[src/rtl/drvbank_pkg.sv]
package drvbank_pkg;
  localparam int NCH       = 6;
  localparam int ADDR_W    = 3;
  localparam int DATA_W    = 6;
  localparam int FRAME_W   = ADDR_W + DATA_W;
  localparam int CNT_W     = $clog2(FRAME_W) + 1;
  localparam int SYNC_STG  = 2;
  localparam logic [ADDR_W-1:0] ADDR_GATE = 3'b001;
  localparam logic [ADDR_W-1:0] ADDR_CFG  = 3'b010;
  localparam logic [ADDR_W-1:0] ADDR_MASK = 3'b011;
  typedef enum logic [1:0] {REF_25, REF_50, REF_75, REF_FULL} ref_level_e;
endpackage

[src/rtl/drvbank_sync.sv]
module drvbank_sync #(
  parameter int W = 1,
  parameter int STAGES = 2,
  parameter logic [W-1:0] RST_VAL = '0
) (
  input  logic         clk_i,
  input  logic         rst_ni,
  input  logic [W-1:0] d_i,
  output logic [W-1:0] q_o
);
  logic [W-1:0] stage_q [STAGES];

  always_ff @(posedge clk_i or negedge rst_ni) begin
    if (!rst_ni) begin
      for (int i = 0; i < STAGES; i++) stage_q[i] <= RST_VAL;
    end else begin
      stage_q[0] <= d_i;
      for (int i = 1; i < STAGES; i++) stage_q[i] <= stage_q[i-1];
    end
  end

  assign q_o = stage_q[STAGES-1];
endmodule

[src/rtl/drvbank_spi.sv]
module drvbank_spi
  import drvbank_pkg::*;
#(
  parameter int FW = FRAME_W,
  parameter int DW = DATA_W,
  parameter int CW = CNT_W
) (
  input  logic          clk_i,
  input  logic          rst_ni,
  input  logic          sclk_s_i,
  input  logic          cs_s_i,
  input  logic          sdi_s_i,
  input  logic [DW-1:0] load_i,
  output logic          cs_rise_o,
  output logic          frame_ok_o,
  output logic [FW-1:0] rx_o,
  output logic          sdo_o,
  output logic          sdo_oe_o
);
  localparam logic [CW-1:0] CNT_MAX = '1;
  localparam logic [CW-1:0] CNT_FRM = CW'(FW);

  logic cs_d, sclk_d;
  logic cs_fall, sclk_rise, sclk_fall;
  logic [CW-1:0] cnt_q;
  logic [FW-1:0] rx_q, tx_q;

  always_ff @(posedge clk_i or negedge rst_ni) begin
    if (!rst_ni) begin
      cs_d   <= 1'b1;
      sclk_d <= 1'b0;
    end else begin
      cs_d   <= cs_s_i;
      sclk_d <= sclk_s_i;
    end
  end

  assign cs_fall   = cs_d & ~cs_s_i;
  assign cs_rise_o = ~cs_d & cs_s_i;
  assign sclk_rise = ~sclk_d & sclk_s_i & ~cs_s_i;
  assign sclk_fall = sclk_d & ~sclk_s_i & ~cs_s_i;

  always_ff @(posedge clk_i or negedge rst_ni) begin
    if (!rst_ni) begin
      cnt_q <= '0;
      rx_q  <= '0;
      tx_q  <= '0;
    end else if (cs_fall) begin
      cnt_q <= '0;
      tx_q  <= {load_i, {(FW-DW){1'b0}}};
    end else begin
      if (sclk_rise) begin
        rx_q <= {rx_q[FW-2:0], sdi_s_i};
        if (cnt_q != CNT_MAX) cnt_q <= cnt_q + 1'b1;
      end
      if (sclk_fall) tx_q <= {tx_q[FW-2:0], 1'b0};
    end
  end

  assign frame_ok_o = cs_rise_o && (cnt_q == CNT_FRM);
  assign rx_o       = rx_q;
  assign sdo_o      = tx_q[FW-1];
  assign sdo_oe_o   = ~cs_s_i;
endmodule

[src/rtl/drvbank_regs.sv]
module drvbank_regs
  import drvbank_pkg::*;
#(
  parameter int FW = FRAME_W,
  parameter int DW = DATA_W,
  parameter int AW = ADDR_W
) (
  input  logic          clk_i,
  input  logic          rst_ni,
  input  logic          wr_i,
  input  logic [FW-1:0] frame_i,
  output logic [DW-1:0] mask_o,
  output logic [DW-1:0] mask_nxt_o,
  output logic [DW-1:0] gate_o,
  output logic [DW-1:0] cfg_o
);
  logic [AW-1:0] addr;
  logic [DW-1:0] data;
  logic hit_gate, hit_cfg, hit_mask;

  assign addr     = frame_i[FW-1 -: AW];
  assign data     = frame_i[DW-1:0];
  assign hit_gate = wr_i && addr == ADDR_GATE;
  assign hit_cfg  = wr_i && addr == ADDR_CFG;
  assign hit_mask = wr_i && addr == ADDR_MASK;

  assign mask_nxt_o = hit_mask ? data : mask_o;

  always_ff @(posedge clk_i or negedge rst_ni) begin
    if (!rst_ni) begin
      mask_o <= '0;
      gate_o <= '0;
      cfg_o  <= '0;
    end else begin
      mask_o <= mask_nxt_o;
      if (hit_gate) gate_o <= data;
      if (hit_cfg)  cfg_o  <= data;
    end
  end
endmodule

[src/rtl/drvbank_fault.sv]
module drvbank_fault
  import drvbank_pkg::*;
#(
  parameter int N = NCH
) (
  input  logic         clk_i,
  input  logic         rst_ni,
  input  logic         frame_ok_i,
  input  logic [N-1:0] drain_s_i,
  input  logic [N-1:0] mask_i,
  input  logic [N-1:0] mask_nxt_i,
  output logic [N-1:0] fault_o,
  output logic         fault_flag_o,
  output logic         status_flag_o
);
  always_ff @(posedge clk_i or negedge rst_ni) begin
    if (!rst_ni) begin
      fault_o       <= '0;
      fault_flag_o  <= 1'b0;
      status_flag_o <= 1'b0;
    end else begin
      // old|new mask: set->clr shows now, clr->set one frame later
      if (frame_ok_i) begin
        fault_o      <= drain_s_i;
        fault_flag_o <= |(fault_o & (mask_i | mask_nxt_i));
      end else begin
        fault_o <= fault_o | drain_s_i;
      end
      status_flag_o <= |(drain_s_i & mask_i);
    end
  end
endmodule

[src/rtl/drvbank.sv]
module drvbank
  import drvbank_pkg::*;
#(
  parameter int N  = NCH,
  parameter int SS = SYNC_STG
) (
  input  logic           clk_i,
  input  logic           rst_ni,
  input  logic           sclk_i,
  input  logic           cs_ni,
  input  logic           sdi_i,
  input  logic [N-1:0]   drain_i,
  output logic           sdo_o,
  output logic           sdo_oe_o,
  output logic [2*N-1:0] ref_sel_o,
  output logic [1:0]     refr_sel_o,
  output logic [N-1:0]   gate_sel_o,
  output logic           fault_flag_o,
  output logic           status_flag_o
);
  localparam int HALF = N / 2;
  localparam int GRP  = DATA_W / 2;

  logic [2:0] ctl_s;
  logic sclk_s, cs_s, sdi_s;
  logic [N-1:0] drain_s;
  logic cs_rise, frame_ok;
  logic [FRAME_W-1:0] rx_q;
  logic [DATA_W-1:0] mask_q, mask_nxt, gate_q, cfg_q;
  logic [N-1:0] fault_q;

  drvbank_sync #(.W(3), .STAGES(SS), .RST_VAL(3'b010)) u_sync_ctl (
    .clk_i, .rst_ni, .d_i({sclk_i, cs_ni, sdi_i}), .q_o(ctl_s));
  assign {sclk_s, cs_s, sdi_s} = ctl_s;

  drvbank_sync #(.W(N), .STAGES(SS), .RST_VAL('0)) u_sync_drn (
    .clk_i, .rst_ni, .d_i(drain_i), .q_o(drain_s));

  drvbank_spi u_spi (
    .clk_i, .rst_ni, .sclk_s_i(sclk_s), .cs_s_i(cs_s), .sdi_s_i(sdi_s),
    .load_i(fault_q), .cs_rise_o(cs_rise), .frame_ok_o(frame_ok),
    .rx_o(rx_q), .sdo_o, .sdo_oe_o);

  drvbank_regs u_regs (
    .clk_i, .rst_ni, .wr_i(frame_ok), .frame_i(rx_q),
    .mask_o(mask_q), .mask_nxt_o(mask_nxt), .gate_o(gate_q), .cfg_o(cfg_q));

  drvbank_fault #(.N(N)) u_fault (
    .clk_i, .rst_ni, .frame_ok_i(frame_ok), .drain_s_i(drain_s),
    .mask_i(mask_q), .mask_nxt_i(mask_nxt), .fault_o(fault_q),
    .fault_flag_o, .status_flag_o);

  for (genvar c = 0; c < N; c++) begin : g_ref
    if (c >= HALF) begin : g_hi
      assign ref_sel_o[2*c +: 2] = cfg_q[GRP +: 2];
    end else begin : g_lo
      assign ref_sel_o[2*c +: 2] = cfg_q[1:0];
    end
  end

  assign refr_sel_o = {cfg_q[2*GRP-1], cfg_q[GRP-1]};
  assign gate_sel_o = gate_q;
endmodule

[config.mk]
export PLATFORM = sky130hd
export DESIGN_NAME = drvbank
export DESIGN_NICKNAME = d
export VERILOG_FILES = /design/src/rtl/drvbank_pkg.sv /design/src/rtl/drvbank_sync.sv /design/src/rtl/drvbank_spi.sv /design/src/rtl/drvbank_regs.sv /design/src/rtl/drvbank_fault.sv /design/src/rtl/drvbank.sv
export SDC_FILE = /design/constraint.sdc
export NUM_CORES = 1
export LEC_CHECK = 0
export ABC_AREA = 1
export BUFFER_PORTS_ARGS = -buffer_cell sky130_fd_sc_hd__buf_2
export CAP_MARGIN = 20
export CORE_MARGIN = 5
export CORE_UTILIZATION = 45
export DETAILED_ROUTE_END_ITERATION = 10
export PLACE_DENSITY = 0.7
export SYNTH_ARGS = -nofsm -noshare
export SYNTH_HDL_FRONTEND = slang
export SYNTH_SLANG_ARGS = --single-unit
[constraint.sdc]
create_clock -name clk_i -period 2.89 [get_ports clk_i]
set_clock_uncertainty 0.1 [all_clocks]
set_input_delay 0 -clock clk_i [delete_from_list [all_inputs] [get_ports clk_i]]
set_output_delay 0 -clock clk_i [all_outputs]
set_load 0.005 [all_outputs]
### Word level (Yosys, flattened, before mapping)

Cells that the tools add are included.

* $add $sub $neg: 1
* multiply operators: 0
* divide/modulo/power cells: 0
* $lt $le $gt $ge: 0
* eq/ne operators: 5
* shift operators: 0
* mux-type cells: 7
* bitwise operators: 15
* reduce and logical (&&, ||, !) cells: 11

Operator list (count)
* $mux 9: 2
* $mux 5: 3
* $and 6x6->6: 2
* $mux 6: 2
* $or 6x6->6: 2
* $reduce_or 6->1: 2
* $and 1x1->1: 6
* $eq 3x2->1 const B: 2
* $reduce_bool 2->1: 3
* $add 5x1->5 const B: 1
* $eq 5x4->1 const B: 1
* $ne 5x5->1 const B: 1
* $not 1->1: 5
* $logic_and 1x1->1: 4
* $reduce_and 2->1: 2
* $eq 3x1->1 const B: 1

* flip-flop bits (word level): 69
* bits in latches: 0
* bits in writable memories: 0
* ROM bits: 0
* bits of input ports: 11
* logic and storage cells: 54
* memories kept: 0

### Logic depth before layout (Yosys ltp)

* word-level depth: 8
* gate-level depth with buffers: 10

### By module

A second synthesis with hierarchy kept.

* cells, all modules: 277
* area total of the unflattened synthesis: 2766.4 um^2

By module, submodules not included
* drvbank_spi: times used 1, cells each 115, area each 1037.2 um^2
* drvbank_regs: times used 1, cells each 85, area each 780.7 um^2
* drvbank_fault: times used 1, cells each 42, area each 367.9 um^2
* drvbank_sync (u_sync_drn): times used 1, cells each 18, area each 345.3 um^2
* drvbank_sync (u_sync_ctl): times used 1, cells each 9, area each 175.2 um^2
* drvbank: times used 1, cells each 8, area each 60.1 um^2

### Worst setup path after synthesis

No wires, ideal clock.

* path type: register to register
* start: register u_spi.cnt_q[1]
* end: register u_regs.gate_o[0]
* setup time: 0.119 ns
* arrival time: 1.358 ns
* required time: 2.671 ns
* path slack: 1.313 ns
* stages on the path, launching flop included: 11
* buffers on the path: 1
* period minus slack after synthesis: 1.577 ns
* cells stage by stage: dfrtp_1 inv_1 ha_1 nand2_1 nor2_8 nand2_4 inv_6 nand4_4 buf_6 nand2_2 o21ai_2

* word-level cells in the longest chain between the ends: 3

Ends and longest elaborated chain
* from (decl): RTL line drvbank_spi.sv:25 `logic [CW-1:0] cnt_q;`
* from (signal assigned): RTL line drvbank_spi.sv:54 `if (cnt_q != CNT_MAX) cnt_q <= cnt_q + 1'b1;`
* $eq 5x4->1: RTL line drvbank_spi.sv:60 `assign frame_ok_o = cs_rise_o && (cnt_q == CNT_FRM);`
* $logic_and 1x1->1: RTL line drvbank_spi.sv:60
* $logic_and 1x1->1: RTL line drvbank_regs.sv:23 `assign hit_gate = wr_i && addr == ADDR_GATE;`
* to (signal assigned): RTL line drvbank_regs.sv:36 `if (hit_gate) gate_o <= data;`
* to (decl): RTL line drvbank_regs.sv:14 `output logic [DW-1:0] gate_o,`

Every way passes these cells.
A chain may end at the register's enable or synchronous reset.

### Worst setup path after layout

* start: register u_spi.cnt_q[1]
* end: register u_regs.cfg_o[0]

* word-level cells in the longest chain between the ends: 3

Ends and longest elaborated chain
* $eq 5x4->1: RTL line drvbank_spi.sv:60
* $logic_and 1x1->1: RTL line drvbank_spi.sv:60
* $logic_and 1x1->1: RTL line drvbank_regs.sv:24 `assign hit_cfg = wr_i && addr == ADDR_CFG;`
* to (signal assigned): RTL line drvbank_regs.sv:37 `if (hit_cfg) cfg_o <= data;`
* to (decl): RTL line drvbank_regs.sv:15 `output logic [DW-1:0] cfg_o`

Every way passes these cells.

==> results by group <==
Timing
  – Final TNS setup: 0 ns
  – Fmax: 559 MHz
  – Final Max Slew Viols: 0
  – Hold slack: 0.197 ns
  – # setup viols final: 0
  – Final hold vios: 0
  – Worst Tran Pin Value: between 0.7 and 0.8 ns
  – Min cycle time layout: between 1.5 and 2 ns
  – Max_slew headroom: 0.501
  – RSZ-0062 raised after global routing: no
  – Period utilization: 0.619

Setup path
  – Critical Path End Type: register
  – Crit start category: register
  – Worst Path Arrival: 1.90 ns
  – Critical path peak fanout: 12
  – Worst Path Required: roughly 3 ns
  – Critical path class: register to register

CTS
  – Htree depth: 3
  – Worst-Skew Late Latency: approximately 0.33 ns
  – Root buffer cell: clkbuf_8
  – Postcts setup bufs: 0
  – Max Root-Sink Buffers: 2
  – # hold bufs at CTS: 10
  – TritonCTS clock tree: done
  – Post-CTS resize count: 0
  – Total CTS buffers: 9
  – Worst-path clk slew: 0.07 ns
  – Clock Sinks: 66

Synth
  – Mapped Avg Cell Area: 10.5 sq um
  – Async set or reset register ratio after synthesis: 1.00
  – Synth top area share: 0.582
  – Post-synth EDFFs: 0
  – Distinct cells, synth: 29
  – Dominant cell type by area after synthesis: dfrtp_1
  – Sequential area share after synthesis: 0.611
  – Synth Instances: 259
  – Yosys warning count: 0
  – Syn nets: 273
  – Dominant synthesized flop cell: dfrtp_1
  – Cell area after synthesis: 2710 sq um
  – Yosys reg bits: 66
  – Ranking of synthesized cells by area: dfrtp_1, nand2_1, o21ai_2

Floorplanning
  – Starting Density: 0.460
  – CORE AREA: 5890 sq um
  – Die H: between 80 and 90 um
  – I/O pins: 35
  – Chip width: 87.6 um
  – Cell Rows: 28
  – Die ar.: 7670 sq um

Place
  – Post-place instance area: 2900 sq um
  – IO Port Bufs: 34
  – Final GP Congestion: 0.817
  – Detailed Place HPWL: 3440 um

GRT
  – Vias in the first global route: 1,731
  – GRT Total Usage: 0.140
  – First-pass GRT wire length: 8090 um
  – Largest net degree at the start of global routing: 35
  – Grt total ovfl: 0
  – Initial antenna violation count: 0

Power and ir drop
  – VDD IR-drop max: 336 uV
  – Power density over the cells: 595 nW/um^2
  – Leakage power: around 0.0016 uW
  – Power Total: 1900 uW

Final layout
  – Layout area overhead: 17.6%
  – Final core occ: 0.541
  – Area of the multi-input gates: ~840 sq um
  – Most frequent cells in the layout: nand2_1, dfrtp_1, buf_2
  – Final #Nets: between 300 and 400
  – Reg area: 1660 sq um
  – N_diodes: 0
  – Filler Cell Count: 530
  – Final Cell Area: between 3000 and 4000 sq um
  – Share of cells above drive strength 1: 0.278
  – Commonest non-fill, non-tap cell in the layout: nand2_1

Routing
  – Final ANT Viol Nets: 0
  – Vias after detailed routing: between 1,500 and 2,000
  – DRC viols: 0
  – DR iter-0 viols: 67
  – Detailed Routing Iterations Pass 1: 4
  – DR WL/cell: ~12 um
  – DR vias/cell: 4.69
  – Wirelength, routed: 4710 um

Outcome
  – Outcome: finished, final reports clean

Job
  – Maxcap violations: 0

Min path
  – Hold Path Class: input port to async pin
-- through the flow --
step / instances / worst slack, ns
final: 384 / 1.10
after global routing: 384 / 0.970
after CTS: 384 / 1.09
after detailed placement: 359 / 1.10
after global placement: 359 / 1.17
after floorplan: 259 / 1.31
-- power breakdown --
group	internal (uW)	total, uW	switching [uW]	leakage [uW]
Combinational	51.8	135	82.8	0.000698
Sequential	981	1020	40.6	0.000817
Clock	415	740	325	0.0000962
-- registers in the layout (all words and copies together) (netlist names) --
name and flops:
u_fault.fault_o 6, u_regs.gate_o 6, u_spi.rx_o 9, u_spi.tx_q 6, u_sync_ctl.stage_q 3, u_regs.mask_o 6
u_spi.cnt_q 5, u_fault.fault_flag_o 1, u_spi.sclk_d 1, u_fault.status_flag_o 1, u_sync_ctl.q_o 3, u_sync_drn.q_o 6
u_spi.cs_d 1, u_sync_drn.stage_q 6, u_regs.cfg_o 6
-- cells in the mapped netlist, types with 3 or more instances --
cell type,instances
a21oi_1,5
a31oi_1,5
buf_4,9
dfrtp_1,63
dfstp_2,3
ha_1,3
inv_1,27
nand2_1,69
nand2_2,9
nand3_1,3
nand4_1,6
nor2_1,11
nor2_4,3
o21ai_0,12
o21ai_2,12
-- cells by family (layout without fill, tap and decap cells) --
group,count (synthesis),count (layout),synth area share
AO/OA/AOI/OAI,41,41,0.101
adder cells (fa/ha/maj),3,3,0.0139
buffers and inverters,42,92,0.0786
flip-flops,66,66,0.611
AND/OR/NAND/NOR,107,107,0.195
-- critical path: stages, from the launching register on --
cell	delay [ns]
dfrtp_1	0.40
inv_1	0.08
ha_1	0.15
nand2_1	0.12
nor2_8	0.18
nand2_4	0.11
inv_6	0.09
nand4_4	0.22
nand2_1	0.15
o21ai_2	0.06
-- worst paths after layout --
check                                        from  cells after the start               endpoint  slack, ns
min                                        rst_ni                      2        u_regs.cfg_o[5]       0.20
min reg2reg                u_sync_drn.stage_q[10]                      0      u_sync_drn.q_o[4]       0.24
max in group asynchronous                  rst_ni                      3             u_spi.cs_d       1.72
max reg2reg                        u_spi.cnt_q[1]                      9        u_regs.cfg_o[0]       1.10
min in group clk_i                          sdi_i                      2  u_sync_ctl.stage_q[3]       0.20
max                                u_spi.cnt_q[1]                      9        u_regs.cfg_o[0]       1.10
-- per-layer routing --
layer | track usage | up-vias | routed length [um]
li1 | - | 910 | -
met4 | 0.0669 | 0 | 87
met1 | 0.175 | 856 | 2140
met3 | 0.0452 | 9 | 171
met2 | 0.222 | 27 | 2310
met5 | 0 | - | 0
-- cell type report --
type / instances / area share
multi-input combinational: 151 / 0.264
tap: 75 / 0.0295
inverter: 30 / 0.0369
clock buffer: 12 / 0.0456
timing repair buffer: 47 / 0.0919
clock inverter: 3 / 0.0126
sequential: 66 / 0.520
No activity file was read; power rests on OpenSTA's default activity.
